$ cat config.mk
export PLATFORM = sky130hd
export DESIGN_NAME = irq_pin_service
export DESIGN_NICKNAME = d
export VERILOG_FILES = /design/src/rtl/irq_svc_pkg.sv /design/src/rtl/irq_pin_ctl.sv /design/src/rtl/irq_prio_pick.sv /design/src/rtl/irq_eoi_scan.sv /design/src/rtl/irq_pin_service.sv
export SDC_FILE = /design/constraint.sdc
export NUM_CORES = 1
export LEC_CHECK = 0
export BUFFER_PORTS_ARGS = -buffer_cell sky130_fd_sc_hd__clkbuf_2
export CORE_MARGIN = 5
export CORE_UTILIZATION = 49
export DETAILED_ROUTE_END_ITERATION = 7
export PLACE_DENSITY = 0.94
export SLEW_MARGIN = 20
export SYNTH_ARGS = -nofsm -noshare
export SYNTH_HDL_FRONTEND = slang
export SYNTH_SLANG_ARGS = --single-unit
$ cat constraint.sdc
create_clock -name clk_i -period 2.6 [get_ports clk_i]
set_input_delay 0.52 -clock clk_i [delete_from_list [all_inputs] [get_ports clk_i]]
set_output_delay 0.52 -clock clk_i [all_outputs]
set_load 0.03 [all_outputs]
$ cat src/rtl/irq_svc_pkg.sv
package irq_svc_pkg;

  typedef enum logic {
    TRIG_EDGE  = 1'b0,
    TRIG_LEVEL = 1'b1
  } trig_e;

  typedef enum logic {
    EOI_IDLE = 1'b0,
    EOI_SCAN = 1'b1
  } eoi_state_e;

endpackage

$ cat src/rtl/irq_pin_ctl.sv
module irq_pin_ctl
  import irq_svc_pkg::*;
(
  input  logic clk_i,
  input  logic rst_ni,
  input  logic eff_i,
  input  logic lvl_i,
  input  logic mask_i,
  input  logic svc_i,
  input  logic acc_i,
  input  logic eoi_clr_i,
  output logic need_o,
  output logic pend_o,
  output logic rirr_o
);

  logic eff_q, pend_q, rirr_q;
  trig_e trig;

  assign trig = trig_e'(lvl_i);

  always_ff @(posedge clk_i or negedge rst_ni) begin
    if (!rst_ni) begin
      eff_q  <= 1'b0;
      pend_q <= 1'b0;
    end else begin
      eff_q <= eff_i;
      if (!eff_i)                pend_q <= 1'b0;
      else if (trig == TRIG_LEVEL) pend_q <= 1'b1;
      else if (!eff_q)           pend_q <= 1'b1;
      else if (svc_i)            pend_q <= 1'b0;
    end
  end

  // set by an accepted level delivery wins over a same-edge scan clear
  always_ff @(posedge clk_i or negedge rst_ni) begin
    if (!rst_ni)                             rirr_q <= 1'b0;
    else if (acc_i && trig == TRIG_LEVEL)    rirr_q <= 1'b1;
    else if (eoi_clr_i)                      rirr_q <= 1'b0;
  end

  // masked edge pins still claim a slot so the edge is consumed
  always_comb begin
    if (trig == TRIG_LEVEL) need_o = pend_q && !rirr_q && !mask_i;
    else                    need_o = pend_q;
  end

  assign pend_o = pend_q;
  assign rirr_o = rirr_q;


  inactive_clears_chk: assert property (@(posedge clk_i) disable iff (!rst_ni)
    !eff_i |=> !pend_q);


  edge_consumed_chk: assert property (@(posedge clk_i) disable iff (!rst_ni)
    (svc_i && !lvl_i) |=> !pend_q);


  accept_sets_rirr_chk: assert property (@(posedge clk_i) disable iff (!rst_ni)
    (acc_i && lvl_i) |=> rirr_q);


  rirr_hold_chk: assert property (@(posedge clk_i) disable iff (!rst_ni)
    (rirr_q && !eoi_clr_i) |=> rirr_q);

endmodule

$ cat src/rtl/irq_prio_pick.sv
module irq_prio_pick #(
  parameter int NUM_PINS = 8,
  parameter int PIN_W    = (NUM_PINS > 1) ? $clog2(NUM_PINS) : 1
) (
  input  logic [NUM_PINS-1:0] req_i,
  output logic [NUM_PINS-1:0] gnt_o,
  output logic [PIN_W-1:0]    idx_o,
  output logic                any_o
);

  logic [NUM_PINS-1:0] seen;

  assign seen[0]  = 1'b0;
  assign gnt_o[0] = req_i[0];

  for (genvar g = 1; g < NUM_PINS; g++) begin : g_chain
    assign seen[g]  = seen[g-1] | req_i[g-1];
    assign gnt_o[g] = req_i[g] & ~seen[g];
  end

  always_comb begin
    idx_o = '0;
    for (int i = NUM_PINS - 1; i >= 0; i--) begin
      if (req_i[i]) idx_o = PIN_W'(i);
    end
  end

  assign any_o = |req_i;

endmodule

$ cat src/rtl/irq_eoi_scan.sv
module irq_eoi_scan
  import irq_svc_pkg::*;
#(
  parameter int NUM_PINS = 8,
  parameter int VEC_W    = 8,
  parameter int PIN_W    = (NUM_PINS > 1) ? $clog2(NUM_PINS) : 1
) (
  input  logic                      clk_i,
  input  logic                      rst_ni,
  input  logic                      eoi_valid_i,
  input  logic [VEC_W-1:0]          eoi_vec_i,
  input  logic [NUM_PINS*VEC_W-1:0] vec_i,
  output logic                      busy_o,
  output logic [NUM_PINS-1:0]       clr_o
);

  localparam logic [PIN_W-1:0] LAST_IDX = PIN_W'(NUM_PINS - 1);

  eoi_state_e       state_q;
  logic [PIN_W-1:0] idx_q;
  logic [VEC_W-1:0] vec_q;

  always_ff @(posedge clk_i or negedge rst_ni) begin
    if (!rst_ni) begin
      state_q <= EOI_IDLE;
      idx_q   <= '0;
      vec_q   <= '0;
    end else begin
      case (state_q)
        EOI_IDLE: begin
          if (eoi_valid_i) begin
            state_q <= EOI_SCAN;
            idx_q   <= '0;
            vec_q   <= eoi_vec_i;
          end
        end
        default: begin
          if (idx_q == LAST_IDX) state_q <= EOI_IDLE;
          else                   idx_q   <= idx_q + PIN_W'(1);
        end
      endcase
    end
  end

  assign busy_o = (state_q == EOI_SCAN);

  for (genvar g = 0; g < NUM_PINS; g++) begin : g_match
    assign clr_o[g] = busy_o && (idx_q == PIN_W'(g)) &&
                      (vec_i[g*VEC_W +: VEC_W] == vec_q);
  end


  scan_vec_hold_chk: assert property (@(posedge clk_i) disable iff (!rst_ni)
    busy_o |=> $stable(vec_q));


  scan_ends_chk: assert property (@(posedge clk_i) disable iff (!rst_ni)
    (busy_o && idx_q == LAST_IDX) |=> !busy_o);


  one_clear_chk: assert property (@(posedge clk_i) disable iff (!rst_ni)
    $onehot0(clr_o));

endmodule

$ cat src/rtl/irq_pin_service.sv
module irq_pin_service
  import irq_svc_pkg::*;
#(
  parameter int NUM_PINS = 8,
  parameter int VEC_W    = 8,
  parameter int PIN_W    = (NUM_PINS > 1) ? $clog2(NUM_PINS) : 1
) (
  input  logic                      clk_i,
  input  logic                      rst_ni,
  input  logic [NUM_PINS-1:0]       irq_i,
  input  logic [NUM_PINS-1:0]       pol_i,
  input  logic [NUM_PINS-1:0]       lvl_i,
  input  logic [NUM_PINS-1:0]       mask_i,
  input  logic [NUM_PINS*VEC_W-1:0] vec_i,
  output logic                      dlv_valid_o,
  output logic [PIN_W-1:0]          dlv_pin_o,
  output logic [VEC_W-1:0]          dlv_vec_o,
  output logic                      dlv_lvl_o,
  input  logic                      dlv_accept_i,
  input  logic                      eoi_valid_i,
  input  logic [VEC_W-1:0]          eoi_vec_i,
  output logic                      eoi_busy_o,
  output logic [NUM_PINS-1:0]       pend_o,
  output logic [NUM_PINS-1:0]       rirr_o
);

  logic [NUM_PINS-1:0] eff, need, gnt, acc, eoi_clr;
  logic [PIN_W-1:0]    sel;
  logic                any_svc;

  assign eff = irq_i ^ pol_i;

  irq_prio_pick #(.NUM_PINS(NUM_PINS), .PIN_W(PIN_W)) u_pick (
    .req_i (need),
    .gnt_o (gnt),
    .idx_o (sel),
    .any_o (any_svc)
  );

  irq_eoi_scan #(.NUM_PINS(NUM_PINS), .VEC_W(VEC_W), .PIN_W(PIN_W)) u_eoi (
    .clk_i       (clk_i),
    .rst_ni      (rst_ni),
    .eoi_valid_i (eoi_valid_i),
    .eoi_vec_i   (eoi_vec_i),
    .vec_i       (vec_i),
    .busy_o      (eoi_busy_o),
    .clr_o       (eoi_clr)
  );

  assign dlv_valid_o = any_svc && !mask_i[sel];
  assign dlv_pin_o   = sel;
  assign dlv_vec_o   = vec_i[int'(sel)*VEC_W +: VEC_W];
  assign dlv_lvl_o   = lvl_i[sel];

  for (genvar g = 0; g < NUM_PINS; g++) begin : g_pin
    assign acc[g] = gnt[g] && dlv_valid_o && dlv_accept_i;

    irq_pin_ctl u_pin (
      .clk_i     (clk_i),
      .rst_ni    (rst_ni),
      .eff_i     (eff[g]),
      .lvl_i     (lvl_i[g]),
      .mask_i    (mask_i[g]),
      .svc_i     (gnt[g]),
      .acc_i     (acc[g]),
      .eoi_clr_i (eoi_clr[g]),
      .need_o    (need[g]),
      .pend_o    (pend_o[g]),
      .rirr_o    (rirr_o[g])
    );
  end


  single_grant_chk: assert property (@(posedge clk_i) disable iff (!rst_ni)
    $onehot0(gnt));


  req_from_pending_chk: assert property (@(posedge clk_i) disable iff (!rst_ni)
    dlv_valid_o |-> pend_o[dlv_pin_o]);

endmodule

== Word level (Yosys, flattened, before mapping) ==
Index checks and enable logic that the tools add are counted.

* Word-level logic and storage cells: 237
* Output and inout port bits: 30
* Bits in registers: 36

* Reduce and logical (&&, ||, !) cells: 87
* Order comparisons: 1
* Muxes and demuxes: 74
* Eq/ne operators: 24
* Shifts and indexed selects: 1
* Bitwise logic cells: 22
* Add/subtract/negate cells: 1

{| class="wikitable"
|+ Operators with widths
! operator !! number
|-
| == test 8 bit || 8
|-
| indexed part select 64 x 7 -> 8 bit || 1
|-
| two-way mux 1 bit || 61
|-
| logical AND 1 bit || 57
|-
| two-way mux 3 bit || 11
|-
| inequality test 4 x 3 -> 1 bit, second input constant || 8
|-
| nonzero test 2 bit || 9
|-
| zero test 1 bit || 17
|-
| == test 3 bit, second input constant || 4
|-
| NOT 1 bit || 8
|-
| OR reduction 8 bit || 1
|-
| bitwise XOR 8 bit || 1
|-
| AND 1 bit || 7
|-
| binary-select mux 1 bit (select 3 bit) || 2
|-
| == test 3 x 2 -> 1 bit, second input constant || 2
|-
| OR 1 bit || 6
|-
| < comparator 3 x 4 -> 1 bit, second input constant || 1
|-
| AND reduction 2 bit || 2
|-
| adder 3 x 1 -> 3 bit, second input constant || 1
|-
| == test 3 x 1 -> 1 bit, second input constant || 1
|-
| zero test 3 bit || 1
|-
| inequality test 2 bit, second input constant || 1
|}

== Longest topological paths before layout ==
Gate-level depths: netlist of run 1.

* Depth after elaboration: 20
* Gate-level depth with buffers: 9
* Depth with buffers taken out: 8

== Cells and area by module ==
From an unflattened synthesis of run 1, not the netlist that was laid out.

* Cells, all modules: 328
* Area total of the unflattened synthesis: 3515.9 sq um

{| class="wikitable"
|+ Modules (own cells, without submodules)
! module !! instances !! seq. area each (sq um) !! cells each !! area an instance (sq um)
|-
| irq_eoi_scan || 1 || 300.3 || 148 || 1506.4
|-
| irq_pin_ctl || 8 || 75.1 || 11 || 126.4
|-
| irq_pin_service || 1 || 0.0 || 69 || 853.3
|-
| irq_prio_pick || 1 || 0.0 || 23 || 145.1
|}

== Worst setup path before layout of run 1 ==
Ideal clock, no wire load.

* Path kind: input to output
* Start point: input mask_i[5]
* End point: output dlv_vec_o[3]
* Slack: -0.454 ns
* Arrival: 2.534 ns
* Buffers on the path: 2
* Stages: 8
* Cell sequence: o21ai_1 -> a22oi_1 -> a221oi_2 -> o21ai_4 -> buf_6 -> buf_6 -> mux2i_1 -> a221oi_1

* Longest elaborated chain between the ends: 10

{| class="wikitable"
|+ Ends and longest elaborated chain
! what !! line !! text
|-
| start, declared || irq_pin_service.sv:13 || <nowiki>input logic [NUM_PINS-1:0] mask_i,</nowiki>
|-
| zero test 1 bit || irq_pin_ctl.sv:44 || <nowiki>if (trig == TRIG_LEVEL) need_o = pend_q && !rirr_q && !mask_i;</nowiki>
|-
| logical AND 1 bit || irq_pin_ctl.sv:44 ||
|-
| two-way mux 1 bit || irq_pin_ctl.sv:44 ||
|-
| two-way mux 3 bit (6 in series) || irq_prio_pick.sv:24 || <nowiki>if (req_i[i]) idx_o = PIN_W'(i);</nowiki>
|-
| indexed part select 64 x 7 -> 8 bit || irq_pin_service.sv:52 || <nowiki>assign dlv_vec_o = vec_i[int'(sel)*VEC_W +: VEC_W];</nowiki>
|-
| end, declared || irq_pin_service.sv:17 || <nowiki>output logic [VEC_W-1:0] dlv_vec_o,</nowiki>
|}

Every way passes these cells.

== Final worst setup path of run 1 ==
* Start point: register g_pin[3].u_pin.rirr_q
* End point: output dlv_valid_o

* Longest elaborated chain between the ends: 12
* Elaborated cells on any way between the ends: 13

{| class="wikitable"
|+ Ends and longest elaborated chain
! what !! line !! text
|-
| start, declared || irq_pin_ctl.sv:17 || <nowiki>logic eff_q, pend_q, rirr_q;</nowiki>
|-
| start signal, assigned || irq_pin_ctl.sv:37 || <nowiki>if (!rst_ni) rirr_q <= 1'b0;</nowiki>
|-
| start signal, assigned || irq_pin_ctl.sv:38 || <nowiki>else if (acc_i && trig == TRIG_LEVEL) rirr_q <= 1'b1;</nowiki>
|-
| start signal, assigned || irq_pin_ctl.sv:39 || <nowiki>else if (eoi_clr_i) rirr_q <= 1'b0;</nowiki>
|-
| zero test 1 bit (*) || irq_pin_ctl.sv:44 ||
|-
| logical AND 1 bit (*) (2 in series) || irq_pin_ctl.sv:44 ||
|-
| two-way mux 1 bit (*) || irq_pin_ctl.sv:44 ||
|-
| two-way mux 3 bit (4 in series) || irq_prio_pick.sv:24 ||
|-
| binary-select mux 1 bit (select 3 bit) || irq_pin_service.sv:50 || <nowiki>assign dlv_valid_o = any_svc && !mask_i[sel];</nowiki>
|-
| two-way mux 1 bit (not written as such) || irq_pin_service.sv:50 ||
|-
| zero test 1 bit || irq_pin_service.sv:50 ||
|-
| logical AND 1 bit (*) || irq_pin_service.sv:50 ||
|-
| end, declared || irq_pin_service.sv:15 || <nowiki>output logic dlv_valid_o,</nowiki>
|}

Mark *: on every way between the ends. The rest lies on a longest branch, timed or not. The select of a mux whose other input is x is not followed.

==> flow_metrics.py, run 1 <==
metrics = {
    "critical_path": {
        "r2r-start": "u_eoi.vec_q[2]",
        "criticalPathCategory": "reg -> out",
        "r2r-end": "g_pin[1].u_pin.rirr_o",
        "cp.required_ns": 2.08,
        "crit_fanout": 4,
        "cp-start-kind": "flop",
        "startpoint": "g_pin[3].u_pin.rirr_o",
        "rrSetupSlack_ns": 0.49,
        "crit_path_end_kind": "output port",
        "worstPathArrival_ns": 2.56,
        "cp-endpoint": "dlv_valid_o",
        "ff2ff_path_depth": 5,
    },
    "route": {
        "routedWlPerCell_um": 24.7,
        "drt_iter0_markers": 543,
        "vias_per_cell": 6.59,
        "wirelength_mm": 14.5,
        "drc_errors": 0,
        "final_antenna_net_count": 0,
        "dr.pass1.iters": 5,
        "vias": 3884,
    },
    "clock_network": {
        "cts-root-buf": "clkbuf_8",
        "cts.sinks": 36,
        "clk_pin_slew_ns": 0.08,
        "hold_buffers": 0,
        "cts_buffer_depth": 2,
        "cts_tree": "built",
        "cts_buffers": 5,
        "worstSkewPairLatency_ns": 0.30,
        "cts_max_level": 2,
    },
    "synthesis": {
        "synth.top_cell.area_share_pct": 28.2,
        "yosys.area.top_type": "dfrtp_1",
        "synth_cell_type_count": 40,
        "ys_warn_count": 0,
        "seq_area_frac_synth_pct": 28.2,
        "syn-mean-instance-area_sq_um": 9.45,
        "async_flop_share_pct": 100,
        "yosys_most_used_dff": "dfrtp_1",
        "ys_seq_elements": 36,
        "yosys-top-cells-count": "xor2_1 (45), dfrtp_1 (36), mux2_2 (27), xnor2_1 (27), nand2_1 (24)",
        "synth.area.top_cells": "dfrtp_1 (28%), xor2_1 (12%), mux2_2 (9.5%), xnor2_1 (7.4%), mux2i_1 (6.0%)",
        "mappedNetlistArea_sq_mm": 0.00319,
        "synthMostInstantiatedCell": "xor2_1",
        "synth_edf_count": 0,
        "synth_cells": 338,
        "syn-num-nets": 452,
    },
    "power": {
        "p_switching_mw": 2.17,
        "ir_drop_v": 0.000616,
        "internal-power_mw": 2.31,
        "p_clk_share_pct": 9.7,
        "netSwitchingFraction_pct": 48.4,
        "powerDensity_mw_per_mm2": 922,
        "power_frac_seq_pct": 25.7,
        "p_comb_share_pct": 64.6,
        "p_leak_nw": 2.27,
        "p_total_mw": 4.48,
    },
    "timing": {
        "fmax_ghz": 0.325,
        "rsz0062_at_grt": "true",
        "fin_setup_tns_ns": -4.33,
        "drv_slew": 0,
        "worst_pin_slew_ns": 0.937,
        "fin_crit_sh_pct": 118,
        "hold_viol": 0,
        "finalSetupViolCount": 10,
        "skew_ns": 0.0128,
        "setup_slack_ns": -0.476,
        "fin_crit_ns": 3.08,
        "max_slew_margin_pct": 37.6,
    },
    "layout": {
        "final_nets": 625,
        "syn_to_final_growth_pct": 52.2,
        "diodes": 0,
        "drive_gt1_share_pct": 54.1,
        "fin_cells": 589,
    },
    "global_routing": {
        "grt_use_met1_pct": 35.6,
        "grtUsageTotal_pct": 31.4,
        "met3_usage_pct": 10.2,
        "grt_pass1_vias": 3974,
        "overflow": 0,
        "met2_usage_pct": 50.3,
        "grt_pass1_wl_mm": 20.8,
        "grt_max_degree": 37,
        "grt-busiest-layer": "met2",
        "antenna_found_initial": 0,
    },
    "die": {
        "ios": 138,
        "start_util_pct": 50.3,
        "die_y_um": 90.7,
        "die_w_um": 90.7,
        "die-area_sq_mm": 0.00823,
        "rows": 29,
        "coreArea_sq_mm": 0.00635,
    },
    "hold_path": {
        "hold_class": "in -> async",
    },
    "placed_design": {
        "dp.cells": 575,
        "io_buffers": 137,
        "dp_hpwl_mm": 9.89,
        "gp_congestion": 0.995,
    },
    "flow_run": {
        "max_cap_violations": 0,
    },
    "outcome": {
        "run_status": "finished with violations",
        "failed_checks": "setup timing",
    },
}
-- power by group through the flow --
stage | Combinational [mW] | Clock, mW | Sequential, mW
2_1_floorplan | 1.92 | 0 | 0.845
6_report | 2.90 | 0.435 | 1.15
5_1_grt | 3.02 | 0.459 | 1.16
4_1_cts | 2.60 | 0.433 | 1.11
3_5_place_dp | 2.43 | 0 | 1.12
3_3_place_gp | 2.32 | 0 | 1.09
-- cells by family after synthesis --
kind of cell	after synthesis	share of synthesized area [%]
xor+xnor	72	19.7
fa+ha+maj	6	2.35
buf+inv	41	7.45
compound gates	67	15.2
simple gates	69	11.2
flops	36	28.2
mux	47	15.8
-- per-stage QoR --
stage / worst slack [ns] / area [sq um] / utilization, % / hold WS, ns
2_1_floorplan: -0.130 / 3430 / - / 0.224
3_3_place_gp: -0.414 / 4460 / 70.2 / 0.410
3_5_place_dp: -0.443 / 4460 / 70.2 / 0.438
4_1_cts: -0.431 / 4710 / 74.2 / 0.367
5_1_grt: -0.574 / 4860 / 76.5 / 0.406
6_report: -0.476 / 4860 / 76.5 / 0.340
-- registers in the layout, indices dropped and copies added (netlist names) --
register	cells
g_pin.u_pin.eff_q	8
g_pin.u_pin.pend_o	8
g_pin.u_pin.rirr_o	8
u_eoi.vec_q	8
u_eoi.idx_q	3
u_eoi.busy_o	1
-- worst min path at each step --
| stage | cells past startpoint | startpoint | end | slack [ns] |
|---|---|---|---|---|
| after floorplan | 0 | rst_ni | g_pin[0].u_pin.eff_q | 0.22 |
| after global placement | 1 | g_pin[0].u_pin.eff_q | g_pin[0].u_pin.pend_o | 0.41 |
| after detailed placement | 1 | g_pin[0].u_pin.eff_q | g_pin[0].u_pin.pend_o | 0.44 |
| after CTS | 1 | rst_ni | g_pin[1].u_pin.rirr_o | 0.37 |
| after global routing | 2 | irq_i[1] | g_pin[1].u_pin.eff_q | 0.41 |
| final | 1 | rst_ni | g_pin[1].u_pin.eff_q | 0.34 |
-- layout make-up --
cell class	instances	area, sq um
multi-input combinational	261	2430
clock inverter	1	7.51
clock buffer	7	86.3
sequential	36	901
fill	361	1490
timing repair buffer	195	1280
inverter	12	53.8
tap	77	96.3
-- critical path: stages, from the launching register on --
cell,delay [ns]
dfrtp_1,0.42
o21ai_4,0.19
a22oi_2,0.11
a221oi_2,0.37
o21ai_4,0.15
buf_6,0.15
mux2i_1,0.12
mux2_2,0.29
a211o_4,0.33
buf_8,0.14
-- placed cells by master (no fill, tap or decap), types with 7 or more instances in the layout --
cell type	Yosys	final
a221oi_4	0	8
buf_4	17	51
buf_6	2	7
clkbuf_2	0	126
clkbuf_8	0	11
dfrtp_1	36	36
inv_1	11	9
mux2_2	27	25
mux2i_1	19	15
nand2_1	24	20
nand4_1	14	14
nor2b_1	7	7
nor4_1	8	8
o21ai_0	14	12
o22ai_2	0	7
xnor2_1	27	27
xor2_1	45	45
-- layer usage --
layer  part of all wire (%)  vias up
met1                     35     1817
met3                     11      122
met4                    8.3        0
met5                      0        -
li1                       -     1555
met2                     46      390
-- what timing repair did --
action | in CTS | in global routing
endpoints found under the setup margin | 11 | 11
gates resized for setup | 34 | 29
pin swaps | 3 | 6
cloned | 0 | 1
buffers inserted | 1 | 4
(Power assumes the default switching activity.)
==> run 2, diff against run 1 <==
- CORE_ASPECT_RATIO: not set -> 1.5
- GPL_TIMING_DRIVEN: not set -> 0
==> flow_metrics.py, run 2 (synthesized netlist as in run 1, its figures left out) <==
metrics = {
    "route": {
        "final_antenna_net_count": 0,
        "vias_per_cell": 6.08,
        "wl_met1_mm": 4.11,
        "vias": 3536,
        "wirelength_mm": 12.6,
        "routedWlPerCell_um": 21.6,
        "dr_wl_met2_mm": 6.56,
        "dr.pass1.iters": 4,
        "top_layer_used": "met4",
        "wl_met3_um": 882,
        "drt_iter0_markers": 251,
        "drc_errors": 0,
    },
    "flow_run": {
        "max_cap_violations": 0,
    },
    "timing": {
        "setup_slack_ns": -0.554,
        "fmax_ghz": 0.317,
        "finalSetupViolCount": 10,
        "hold_viol": 0,
        "fin_crit_ns": 3.15,
        "worst_pin_slew_ns": 0.945,
        "skew_ns": 0.00796,
        "drv_slew": 0,
        "rsz0062_at_grt": "true",
        "fin_crit_sh_pct": 121,
        "max_slew_margin_pct": 37.0,
    },
    "power": {
        "p_switching_mw": 2.13,
        "powerDensity_mw_per_mm2": 931,
        "p_leak_nw": 2.17,
        "p_total_mw": 4.42,
        "netSwitchingFraction_pct": 48.2,
        "p_clk_share_pct": 9.9,
        "ir_drop_v": 0.000390,
        "p_comb_share_pct": 70.4,
        "power_frac_seq_pct": 19.7,
        "internal-power_mw": 2.29,
    },
    "outcome": {
        "run_status": "finished with violations",
        "failed_checks": "setup timing",
    },
    "global_routing": {
        "grt_pass1_vias": 3742,
        "grt_max_degree": 37,
        "grtUsageTotal_pct": 27.5,
        "overflow": 0,
        "grt_pass1_wl_mm": 18.1,
        "antenna_found_initial": 0,
    },
    "hold_path": {
        "hold_class": "in -> async",
    },
    "layout": {
        "diodes": 0,
        "final_core_util_pct": 73.7,
        "syn_to_final_growth_pct": 48.7,
        "layout_commonest_cell": "clkbuf_2",
        "fillers": 438,
        "mostFrequentLayoutCells": "clkbuf_2 (126), xor2_1 (45), buf_4 (40)",
        "final_nets": 619,
        "drive_gt1_share_pct": 51.8,
    },
    "clock_network": {
        "cts_buffers": 5,
        "cts_tree": "built",
        "worstSkewPairLatency_ns": 0.31,
        "cts-root-buf": "clkbuf_8",
        "hold_buffers": 0,
        "cts.sinks": 36,
        "clk_pin_slew_ns": 0.08,
        "cts_buffer_depth": 2,
        "cts_max_level": 2,
    },
    "placed_design": {
        "gp_congestion": 0.976,
        "dp_hpwl_mm": 8.73,
        "io_buffers": 137,
    },
    "critical_path": {
        "cp.required_ns": 2.08,
        "criticalPathCategory": "reg -> out",
        "worstPathArrival_ns": 2.63,
        "cp-start-kind": "flop",
        "crit_path_end_kind": "output port",
        "crit_fanout": 10,
    },
    "die": {
        "ios": 138,
        "start_util_pct": 49.6,
        "die_w_um": 75.9,
        "coreArea_sq_mm": 0.00644,
        "die-area_sq_mm": 0.00826,
        "die_y_um": 109,
        "rows": 36,
    },
}
[run 2: cell count changes in the layout (fill, tap and decap cells not counted), moves of 2 or more]
| cell | change |
|---|---|
| buf_4 | -11 |
| buf_6 | -2 |
| buf_8 | +2 |
| clkbuf_1 | +9 |
| clkbuf_8 | -4 |
| mux2_4 | -2 |
| mux2i_1 | -3 |
| mux2i_2 | +4 |
| o22ai_2 | -5 |
| o22ai_4 | +5 |
[run 2: layout make-up]
cell class / count / area, sq um / area share, %
plain buffers: 29 / 208 / 4.37
well taps: 76 / 95.1 / 2.00
clock buffers: 6 / 82.6 / 1.74
clock inverters: 2 / 13.8 / 0.290
flip-flops and latches: 36 / 901 / 19.0
repair buffers: 160 / 941 / 19.8
inverters: 12 / 53.8 / 1.13
multi-input cells: 261 / 2450 / 51.7
[run 2: power groups by stage]
stage	sequential, mW	clock [mW]	combinational [mW]
2_1_floorplan	0.845	0	1.92
3_3_place_gp	0.859	0	2.49
3_5_place_dp	0.876	0	2.55
4_1_cts	0.859	0.448	2.77
5_1_grt	0.887	0.471	3.28
6_report	0.871	0.439	3.11
[run 2: final timing paths]
check                      slack, ns             startpoint               endpoint  depth (start not counted)
min                             0.34                 rst_ni   g_pin[7].u_pin.eff_q                          1
min reg2reg                     0.43   g_pin[0].u_pin.eff_q  g_pin[0].u_pin.pend_o                          1
max in group asynchronous       1.66                 rst_ni  g_pin[1].u_pin.rirr_o                          1
max reg2reg                     0.09         u_eoi.vec_q[5]  g_pin[3].u_pin.rirr_o                          6
min in group clk_i              0.39               irq_i[7]   g_pin[7].u_pin.eff_q                          2
max                            -0.55  g_pin[6].u_pin.rirr_o           dlv_vec_o[5]                         10
[run 2: per-stage QoR]
step	hold WS, ns	setup TNS (ns)	instances	instance area, sq um	worst slack, ns
after detailed placement	0.429	-5.90	551	4210	-0.654
final	0.342	-5.04	582	4750	-0.554
after global routing	0.396	-6.30	582	4750	-0.709
after global placement	0.410	-6.07	551	4210	-0.678
after floorplan	0.224	-0.549	338	3430	-0.130
after CTS	0.367	-4.72	574	4530	-0.503
[run 2: repair_timing]
action | CTS | global route
pin swaps | 6 | 5
gates resized for setup | 20 | 46
endpoints found under the setup margin | 10 | 12
buffers inserted | 15 | 8
cloned | 0 | 0
[run 2: metal layers]
| layer | vias to the layer above | global-route usage, % |
|---|---|---|
| li1 | 1538 | - |
| met1 | 1663 | 27.9 |
| met2 | 246 | 49.5 |
| met3 | 89 | 6.03 |
| met4 | 0 | 19.6 |
| met5 | - | 0 |
[run 2: critical path: stages (launching register included)]
cell and delay [ns]:
dfrtp_1 0.39, o21a_1 0.18, o211ai_1 0.26, a221oi_2 0.12, o21ai_4 0.32, buf_8 0.20, buf_12 0.16, nand2_1 0.09
a32o_2 0.30, nor2_4 0.12, buf_4 0.17
==> run 3, diff against run 2 <==
- CAP_MARGIN: not set -> 10
- PLACE_DENSITY: 0.94 -> 0.82
==> flow_metrics.py, run 3 (synthesized netlist as in run 1, its figures left out) <==
metrics = {
    "outcome": {
        "run_status": "finished with violations",
        "failed_checks": "setup timing",
    },
    "layout": {
        "mostFrequentLayoutCells": "clkbuf_2 (127), xor2_1 (45), buf_4 (37)",
        "final_core_util_pct": 76.0,
        "layout_commonest_cell": "clkbuf_2",
        "fin_cells": 586,
        "diodes": 0,
        "syn_to_final_growth_pct": 53.3,
        "drive_gt1_share_pct": 51.8,
        "final_nets": 624,
    },
    "power": {
        "p_comb_share_pct": 72.0,
        "powerDensity_mw_per_mm2": 917,
        "p_total_mw": 4.49,
        "ir_drop_v": 0.000435,
        "p_clk_share_pct": 8.8,
        "power_frac_seq_pct": 19.1,
        "p_switching_mw": 2.13,
        "p_leak_nw": 2.27,
        "internal-power_mw": 2.36,
        "netSwitchingFraction_pct": 47.4,
    },
    "timing": {
        "finalSetupViolCount": 10,
        "fmax_ghz": 0.316,
        "fin_crit_ns": 3.16,
        "drv_slew": 0,
        "rsz0062_at_grt": "true",
        "setup_slack_ns": -0.560,
        "worst_pin_slew_ns": 0.934,
        "fin_crit_sh_pct": 122,
        "fin_setup_tns_ns": -4.67,
        "hold_viol": 0,
        "max_slew_margin_pct": 37.8,
        "skew_ns": 0.00538,
    },
    "clock_network": {
        "clk_pin_slew_ns": 0.07,
        "cts-root-buf": "clkbuf_8",
        "worstSkewPairLatency_ns": 0.30,
        "cts_max_level": 2,
        "cts_tree": "built",
        "cts_buffer_depth": 2,
        "cts.sinks": 36,
        "hold_buffers": 0,
        "cts_buffers": 5,
    },
    "placed_design": {
        "dp.cells": 551,
        "dp_hpwl_mm": 8.49,
        "io_buffers": 137,
        "gp_congestion": 0.965,
        "dp_slack_ns": -0.749,
    },
    "die": {
        "ios": 138,
        "coreArea_sq_mm": 0.00644,
        "die_y_um": 109,
        "die_w_um": 75.9,
        "start_util_pct": 49.6,
        "rows": 36,
        "die-area_sq_mm": 0.00826,
    },
    "critical_path": {
        "critPathSlowestCell": "dfrtp_1",
        "cp-start-kind": "flop",
        "startpoint": "g_pin[7].u_pin.rirr_o",
        "r2r-start": "u_eoi.vec_q[1]",
        "rrSetupSlack_ns": 0.28,
        "worstPathArrival_ns": 2.64,
        "criticalPathCategory": "reg -> out",
        "crit_fanout": 4,
        "crit_path_end_kind": "output port",
        "cp.required_ns": 2.08,
        "path_cells": "o21ai_2, o211ai_1, a221oi_2, o21ai_4, buf_12, buf_8, mux2i_1, mux2_4, a211o_4, clkbuf_8",
        "max_stage_delay_ns": 0.40,
    },
    "flow_run": {
        "max_cap_violations": 0,
    },
    "route": {
        "vias": 3594,
        "routedWlPerCell_um": 21.1,
        "wl_met1_mm": 4.09,
        "top_layer_used": "met4",
        "final_antenna_net_count": 0,
        "wirelength_mm": 12.4,
        "vias_per_cell": 6.13,
        "wl_met3_mm": 1.02,
        "dr_wl_met2_mm": 6.49,
        "drt_iter0_markers": 255,
        "dr.pass1.iters": 7,
        "drc_errors": 0,
    },
    "global_routing": {
        "grt_max_degree": 37,
        "antenna_found_initial": 0,
        "grtUsageTotal_pct": 28.7,
        "overflow": 0,
        "grt_pass1_wl_mm": 18.7,
        "grt_pass1_vias": 3756,
    },
    "hold_path": {
        "hold_class": "in -> async",
    },
}
run 3: critical path, delay by kind of cell, from the launching register on:
family	cells	cell delay, ns
AOI/OAI and AO/OA	5	1.08
DFF	1	0.40
muxes	2	0.42
buffers and inverters	3	0.44
run 3: routing by layer:
metal	vias to the layer above	track usage, %
met4	0	19.7
li1	1549	-
met1	1708	28.2
met5	-	0
met3	72	6.78
met2	265	52.6
run 3: layout make-up:
| cell class | count | area, sq um |
|---|---|---|
| multi-input cells | 261 | 2510 |
| plain buffers | 29 | 209 |
| fillers | 428 | 1550 |
| flip-flops and latches | 36 | 901 |
| inverters | 12 | 53.8 |
| repair buffers | 165 | 1040 |
| well taps | 76 | 95.1 |
| clock buffers | 5 | 68.8 |
| clock inverters | 2 | 12.5 |
run 3: power by group through the flow:
stage | clock (mW) | combinational, mW | sequential, mW
final | 0.397 | 3.23 | 0.859
after global routing | 0.423 | 3.40 | 0.880
after CTS | 0.398 | 3.07 | 0.854
after detailed placement | 0 | 2.55 | 0.869
after global placement | 0 | 2.50 | 0.861
after floorplan | 0 | 1.92 | 0.845
run 3: path summary, 6_finish.rpt:
| check | cells after the start | end |
|---|---|---|
| max in group asynchronous | 1 | g_pin[0].u_pin.pend_o |
| max | 10 | dlv_valid_o |
| max reg2reg | 6 | g_pin[3].u_pin.rirr_o |
| min in group clk_i | 2 | g_pin[4].u_pin.eff_q |
| min | 1 | u_eoi.vec_q[0] |
| min reg2reg | 1 | g_pin[0].u_pin.pend_o |
run 3: through the flow:
step                      instance area (sq um)  hold slack [ns]
final                                      4890            0.347
after global routing                       4890            0.401
after CTS                                  4820            0.365
after detailed placement                   4210            0.418
after global placement                     4210            0.411
after floorplan                            3430            0.224
run 3: timing repair:
item	4_1_cts	5_1_grt
pin swaps	16	4
setup endpoints to repair	11	11
gates cloned	2	0
buffers inserted	21	5
resized for setup	67	8
